`config.mk`:
```
export PLATFORM = sky130hd
export DESIGN_NAME = dbg_bus_gate
export DESIGN_NICKNAME = d
export VERILOG_FILES = /design/src/rtl/dbg_gate_pkg.sv /design/src/rtl/dbg_reset_phase.sv /design/src/rtl/dbg_region_decode.sv /design/src/rtl/dbg_xfer_engine.sv /design/src/rtl/dbg_bus_gate.sv
export SDC_FILE = /design/constraint.sdc
export NUM_CORES = 1
export LEC_CHECK = 0
export BUFFER_PORTS_ARGS = -buffer_cell sky130_fd_sc_hd__buf_2
export CORE_MARGIN = 10
export CORE_UTILIZATION = 25
export CTS_CLUSTER_DIAMETER = 100
export CTS_CLUSTER_SIZE = 28
export DETAILED_ROUTE_END_ITERATION = 6
export MAX_ROUTING_LAYER = met4
export PLACE_DENSITY_LB_ADDON = 0.12
export SYNTH_ARGS = -nofsm -noshare
export SYNTH_HDL_FRONTEND = slang
export SYNTH_SLANG_ARGS = --single-unit
```
`constraint.sdc`:
```
create_clock -name clk -period 2.9 [get_ports clk]
set_input_delay 0.435 -clock clk [delete_from_list [all_inputs] [get_ports clk]]
set_output_delay 0.435 -clock clk [all_outputs]
set_load 0.01 [all_outputs]
```
`src/rtl/dbg_gate_pkg.sv`:
```
package dbg_gate_pkg;
   typedef enum logic [1:0] {
      PH_EVAL = 2'd0,
      PH_HELD = 2'd1,
      PH_FULL = 2'd2
   } phase_e;

   typedef enum logic [1:0] {
      XS_IDLE = 2'd0,
      XS_ADDR = 2'd1,
      XS_DATA = 2'd2
   } xfer_e;

   localparam logic [1:0] HT_IDLE   = 2'b00;
   localparam logic [1:0] HT_NONSEQ = 2'b10;
endpackage

```
`src/rtl/dbg_reset_phase.sv`:
```
module dbg_reset_phase
   import dbg_gate_pkg::*;
#(
   parameter int EVAL_CYCLES = 64,
   parameter int SYNC_STAGES = 2
) (
   input  logic   clk,
   input  logic   rst_n,
   input  logic   sys_rst_req,
   output phase_e phase_o
);
   localparam int CNT_W = $clog2(EVAL_CYCLES + 1);

   if (EVAL_CYCLES < 1) begin : g_bad_eval
      $error("EVAL_CYCLES must be at least 1");
   end
   if (SYNC_STAGES < 0 || SYNC_STAGES > 4) begin : g_bad_sync
      $error("SYNC_STAGES must lie in 0..4");
   end

   logic sys_rst_s;

   if (SYNC_STAGES == 0) begin : g_nosync
      assign sys_rst_s = sys_rst_req;
   end else begin : g_sync
      logic [SYNC_STAGES-1:0] chain;
      always_ff @(posedge clk or negedge rst_n) begin
         if (!rst_n) begin
            chain <= '0;
         end else begin
            chain[0] <= sys_rst_req;
            for (int i = 1; i < SYNC_STAGES; i++) chain[i] <= chain[i-1];
         end
      end
      assign sys_rst_s = chain[SYNC_STAGES-1];
   end

   logic             rst_seen;
   logic [CNT_W-1:0] win_cnt;
   phase_e           phase_q;

   always_ff @(posedge clk or negedge rst_n) begin
      if (!rst_n) begin
         rst_seen <= 1'b0;
         win_cnt  <= '0;
         phase_q  <= PH_EVAL;
      end else begin
         rst_seen <= sys_rst_s;
         if (sys_rst_s && !rst_seen) begin
            phase_q <= PH_EVAL;
            win_cnt <= '0;
         end else begin
            unique case (phase_q)
               PH_EVAL: begin
                  if (win_cnt == CNT_W'(EVAL_CYCLES - 1))
                     phase_q <= sys_rst_s ? PH_HELD : PH_FULL;
                  else
                     win_cnt <= win_cnt + 1'b1;
               end
               PH_HELD: if (!sys_rst_s) phase_q <= PH_FULL;
               default: phase_q <= PH_FULL;
            endcase
         end
      end
   end

   assign phase_o = phase_q;
endmodule

```
`src/rtl/dbg_region_decode.sv`:
```
module dbg_region_decode
   import dbg_gate_pkg::*;
#(
   parameter int                ADDR_W        = 32,
   parameter logic [ADDR_W-1:0] PPB_BASE      = 32'hE000_0000,
   parameter int                PPB_SPAN_LOG2 = 20
) (
   input  logic [ADDR_W-1:0] addr,
   input  phase_e            phase,
   output logic              allow
);
   localparam logic [ADDR_W-1:0] SPAN_MASK = (ADDR_W'(1) << PPB_SPAN_LOG2) - 1'b1;
   localparam logic [ADDR_W-1:0] HI_MASK   = ~SPAN_MASK;

   if (PPB_SPAN_LOG2 < 1 || PPB_SPAN_LOG2 >= ADDR_W) begin : g_bad_span
      $error("PPB_SPAN_LOG2 out of range");
   end
   if ((PPB_BASE & SPAN_MASK) != '0) begin : g_bad_base
      $error("PPB_BASE not aligned to its span");
   end

   logic in_ppb;
   assign in_ppb = (addr & HI_MASK) == PPB_BASE;

   always_comb begin
      unique case (phase)
         PH_FULL: allow = 1'b1;
         PH_HELD: allow = in_ppb;
         default: allow = 1'b0;
      endcase
   end
endmodule

```
`src/rtl/dbg_xfer_engine.sv`:
```
module dbg_xfer_engine
   import dbg_gate_pkg::*;
#(
   parameter int ADDR_W = 32,
   parameter int DATA_W = 32
) (
   input  logic              clk,
   input  logic              rst_n,
   input  logic              abort_req,
   input  logic              allow,
   input  logic              req_valid,
   output logic              req_ready,
   input  logic              req_write,
   input  logic [ADDR_W-1:0] req_addr,
   input  logic [2:0]        req_size,
   input  logic [DATA_W-1:0] req_wdata,
   output logic              rsp_valid,
   output logic              rsp_err,
   output logic [DATA_W-1:0] rsp_rdata,
   output logic [ADDR_W-1:0] haddr,
   output logic [1:0]        htrans,
   output logic              hwrite,
   output logic [2:0]        hsize,
   output logic [DATA_W-1:0] hwdata,
   input  logic [DATA_W-1:0] hrdata,
   input  logic              hready,
   input  logic              hresp,
   output logic              habort
);
   if (DATA_W < 8 || (DATA_W & (DATA_W - 1)) != 0) begin : g_bad_dw
      $error("DATA_W must be a power of two of at least 8");
   end

   xfer_e             state;
   logic              abort_q;
   logic              abort_edge;
   logic [ADDR_W-1:0] addr_q;
   logic [DATA_W-1:0] wdata_q;
   logic [2:0]        size_q;
   logic              write_q;

   assign abort_edge = abort_req & ~abort_q;
   assign req_ready  = (state == XS_IDLE) && !abort_edge;

   always_ff @(posedge clk or negedge rst_n) begin
      if (!rst_n) begin
         state     <= XS_IDLE;
         abort_q   <= 1'b0;
         habort    <= 1'b0;
         rsp_valid <= 1'b0;
         rsp_err   <= 1'b0;
         rsp_rdata <= '0;
         addr_q    <= '0;
         wdata_q   <= '0;
         size_q    <= '0;
         write_q   <= 1'b0;
      end else begin
         abort_q   <= abort_req;
         habort    <= abort_edge;
         rsp_valid <= 1'b0;
         if (abort_edge) begin
            if (state != XS_IDLE) begin
               rsp_valid <= 1'b1;
               rsp_err   <= 1'b1;
               rsp_rdata <= '0;
            end
            state <= XS_IDLE;
         end else begin
            unique case (state)
               XS_IDLE: begin
                  if (req_valid) begin
                     if (allow) begin
                        state   <= XS_ADDR;
                        addr_q  <= req_addr;
                        wdata_q <= req_wdata;
                        size_q  <= req_size;
                        write_q <= req_write;
                     end else begin
                        rsp_valid <= 1'b1;
                        rsp_err   <= 1'b1;
                        rsp_rdata <= '0;
                     end
                  end
               end
               XS_ADDR: if (hready) state <= XS_DATA;
               XS_DATA: begin
                  if (hready) begin
                     state     <= XS_IDLE;
                     rsp_valid <= 1'b1;
                     rsp_err   <= hresp;
                     rsp_rdata <= write_q ? '0 : hrdata;
                  end
               end
               default: state <= XS_IDLE;
            endcase
         end
      end
   end

   assign htrans = (state == XS_ADDR) ? HT_NONSEQ : HT_IDLE;
   assign haddr  = addr_q;
   assign hsize  = size_q;
   assign hwrite = write_q;
   assign hwdata = wdata_q;
endmodule

```
`src/rtl/dbg_bus_gate.sv`:
```
module dbg_bus_gate
   import dbg_gate_pkg::*;
#(
   parameter int                ADDR_W        = 32,
   parameter int                DATA_W        = 32,
   parameter int                EVAL_CYCLES   = 64,
   parameter int                SYNC_STAGES   = 2,
   parameter logic [ADDR_W-1:0] PPB_BASE      = 32'hE000_0000,
   parameter int                PPB_SPAN_LOG2 = 20
) (
   input  logic              clk,
   input  logic              rst_n,
   input  logic              sys_rst_req,
   input  logic              abort_req,
   input  logic              req_valid,
   output logic              req_ready,
   input  logic              req_write,
   input  logic [ADDR_W-1:0] req_addr,
   input  logic [2:0]        req_size,
   input  logic [DATA_W-1:0] req_wdata,
   output logic              rsp_valid,
   output logic              rsp_err,
   output logic [DATA_W-1:0] rsp_rdata,
   output logic              init_done,
   output logic [ADDR_W-1:0] haddr,
   output logic [1:0]        htrans,
   output logic              hwrite,
   output logic [2:0]        hsize,
   output logic [DATA_W-1:0] hwdata,
   input  logic [DATA_W-1:0] hrdata,
   input  logic              hready,
   input  logic              hresp,
   output logic              habort
);
   phase_e phase;
   logic   allow;

   dbg_reset_phase #(
      .EVAL_CYCLES (EVAL_CYCLES),
      .SYNC_STAGES (SYNC_STAGES)
   ) u_phase (
      .clk         (clk),
      .rst_n       (rst_n),
      .sys_rst_req (sys_rst_req),
      .phase_o     (phase)
   );

   dbg_region_decode #(
      .ADDR_W        (ADDR_W),
      .PPB_BASE      (PPB_BASE),
      .PPB_SPAN_LOG2 (PPB_SPAN_LOG2)
   ) u_decode (
      .addr  (req_addr),
      .phase (phase),
      .allow (allow)
   );

   dbg_xfer_engine #(
      .ADDR_W (ADDR_W),
      .DATA_W (DATA_W)
   ) u_engine (
      .clk       (clk),
      .rst_n     (rst_n),
      .abort_req (abort_req),
      .allow     (allow),
      .req_valid (req_valid),
      .req_ready (req_ready),
      .req_write (req_write),
      .req_addr  (req_addr),
      .req_size  (req_size),
      .req_wdata (req_wdata),
      .rsp_valid (rsp_valid),
      .rsp_err   (rsp_err),
      .rsp_rdata (rsp_rdata),
      .haddr     (haddr),
      .htrans    (htrans),
      .hwrite    (hwrite),
      .hsize     (hsize),
      .hwdata    (hwdata),
      .hrdata    (hrdata),
      .hready    (hready),
      .hresp     (hresp),
      .habort    (habort)
   );

   assign init_done = (phase != PH_EVAL);
endmodule

```
==> reports/qor.yml <==
floorplan:
  start_util: 0.253
  die_area_um2: 24700
  core_um2: 18600
  ios: 214
  rows: 50
  die_h_um: 157
  die_w_um: 157
clocking:
  cts_num_sinks: 118
  cts.clk_slew.worst_paths_ns: 0.05
  numCtsBuffers: 17
  cts_setup_buffers: 0
  clock_latency_ns: 0.41
  h-tree-depth: 4
  cts_tree: "yes"
  clockRootBuffer: "clkbuf_16"
  ctsLongestPathBuffers: 2
synth:
  ys_ff_latch: 118
  synth-edff-count: 0
  syn_nets: 449
  seq_area_frac_synth: 0.627
  synth-warning-count: 0
  syn_area_um2: 4710
  ys.flop_type: "dfrtp_1"
  ys_async_sr_fraction: 1.00
  syn_area_per_cell_um2: 13.9
  synth_cell_types: 33
  syn_inst: 338
placement:
  dp_hpwl_um: 10800
  port_buffers: 212
  gp_congestion: 0.698
  placed_area_um2: 6060
  dp_cells: 771
layout:
  post-route-util: 0.359
  final_cell_mix: "buf_2 (211), dfrtp_1 (118), mux2_2 (59)"
  final_common_cell: "buf_2"
  nets: 668
  fin_area_um2: 6700
  final_cells: 804
  synthToLayoutAreaGrowth_pct: 42.3
  drive_gt1_frac: 0.603
worst_setup_path:
  path_class: "reg2reg"
  crit_slowest_cell: "dfrtp_1"
  worstSetupStartpointType: "register"
  worstPathMaxFanout: 18
  cp_data_required_time_ns: 3.19
  reg2reg_setup_slack_ns: 0.40
  slowest_delay_ns: 0.40
  cp_top_family: "simple AND/OR/NAND/NOR gates"
  cp_data_arrival_time_ns: 2.80
  crit_chain: "inv_1 -> ha_1 -> nor4b_1 -> a41oi_1 -> nor3b_4 -> buf_4 -> mux2_2"
  crit_buf_inv: 2
  end_kind: "register"
  r2r_cells: 7
  r2r_start: "u_phase.phase_o[1]"
  rr_endpoint: "u_engine.haddr[2]"
routing:
  avgViaCountPerCell: 4.42
  dr.first_iter.drc_count: 167
  postRouteAntennaNets: 0
  wl_um: 14500
  drc_errors: 0
  wl_per_cell_um: 18.0
  dr.pass1.iters: 4
  vias: 3555
pwr:
  seq_power_share: 0.405
  power.share.clock: 0.523
  p_per_area_nw_per_um2: 630
  p_int_mw: 3.28
  p_leak_nw: 3.87
  switching_share: 0.223
  p_comb_frac: 0.071
  irDropWorstVdd_v: 0.000393
  power_switching_uw: 941
timing:
  min_period_ns: 2.50
  tightest_slew_ns: 0.716
  finalSetupTns_ns: 0
  hold_violations: 0
  max_freq_mhz: 399
  rsz0062_at_grt: "false"
  skew_ns: 0.00909
  final-max-slew-violation-count: 0
  finalCritPeriodShare: 0.863
  slew-limit-headroom: 0.517
  finalSetupViolations: 0
global_routing:
  grtUsageTotal: 0.121
  gr-total-overflow: 0
  grt_pass1_vias: 3863
  grt_pass1_wl_um: 22100
  antenna_found_initial: 1
  grt_max_degree: 63
hold_path:
  whs_path_depth: 1
  hp-class: "in2reg"
  hold_end: "u_phase.g_sync.chain[0]"
  min_from: "sys_rst_req"
flow_run:
  drv_cap: 0
outcome:
  outcome: "finished, final reports clean"
[synthesized netlist by cell type (4+ instances only)]
cell type    n  area [µm²]
buf_2        8        40.0
clkbuf_1    10        37.5
ha_1         4        50.1
xor2_1       4        35.0
nor2_1      13        48.8
mux2_2      59         664
a31o_2      32         280
mux2_1       9         101
dfrtp_1    118        2950
inv_1        7        26.3
and3_1      34         213
nand2_1      5        18.8
[power by group through the flow]
stage               Sequential (mW)  Clock (mW)  Combinational [mW]
finish                         1.71        2.21               0.301
global route                   1.72        2.36               0.343
CTS                            1.71        2.28               0.309
detailed placement             1.74           0               0.307
global placement               1.74           0               0.301
floorplan                      1.73           0               0.135
[worst max-delay path by stage]
stage / end / slack, ns / from / depth (start not counted)
3_3_place_gp: u_engine.hwdata[17] / 0.42 / u_phase.phase_o[1] / 7
5_1_grt: u_engine.hwdata[19] / 0.20 / u_phase.phase_o[1] / 7
4_1_cts: u_engine.hwdata[19] / 0.38 / u_phase.phase_o[1] / 7
6_report: u_engine.haddr[2] / 0.40 / u_phase.phase_o[1] / 7
2_1_floorplan: u_engine.haddr[25] / 0.77 / u_phase.phase_o[1] / 8
3_5_place_dp: u_engine.haddr[2] / 0.37 / req_addr[23] / 6
[sequential cells by signal, summed over array words and instances (netlist names), 2 cells and up]
name,count
u_engine.hwdata,32
u_engine.state,2
u_engine.hsize,3
u_phase.g_sync.chain,2
u_phase.phase_o,2
u_phase.win_cnt,7
u_engine.haddr,32
u_engine.rsp_rdata,32
[layout make-up]
| cell class | instances | area (µm²) |
|---|---|---|
| diodes | 1 | 2.50 |
| inverters | 7 | 26.3 |
| well taps | 234 | 293 |
| flip-flops and latches | 118 | 2950 |
| clock inverters | 7 | 116 |
| multi-input cells | 192 | 1640 |
| clock buffers | 24 | 512 |
| fillers | 1890 | 11900 |
| repair buffers | 221 | 1160 |
[kinds of logic (layout without fill, tap and decap cells)]
kind of cell    count (synthesis)  count (layout)  share of synthesized area
flops                         118             118                      0.627
other cells                     1               2                   0.000796
simple gates                   68              68                     0.0813
compound gates                 44              44                     0.0776
xor+xnor                        5               5                    0.00930
buf+inv                        28             259                     0.0268
mux                            70              70                      0.167
fa+ha+maj                       4               4                     0.0106
[per-layer routing]
metal | vias up | part of all wire | GRT usage
met1 | 1777 | 0.39 | 0.128
met2 | 105 | 0.54 | 0.201
met3 | 15 | 0.059 | 0.0491
li1 | 1658 | - | -
met5 | - | 0 | -
met4 | 0 | 0.016 | 0.0436
[through the flow]
stage	hold WS, ns	total power, mW	worst slack (ns)
floorplan	0.139	1.87	0.771
global placement	0.342	2.04	0.424
detailed placement	0.340	2.05	0.374
CTS	0.123	4.30	0.380
global route	0.120	4.42	0.204
finish	0.140	4.22	0.396
[timing repair]
action,4_1_cts,5_1_grt
hold endpoints to repair,27,0
setup endpoints to repair,0,0
hold buffers,1,0
gates resized for setup,0,0
No activity file was read; power rests on OpenSTA's default activity.
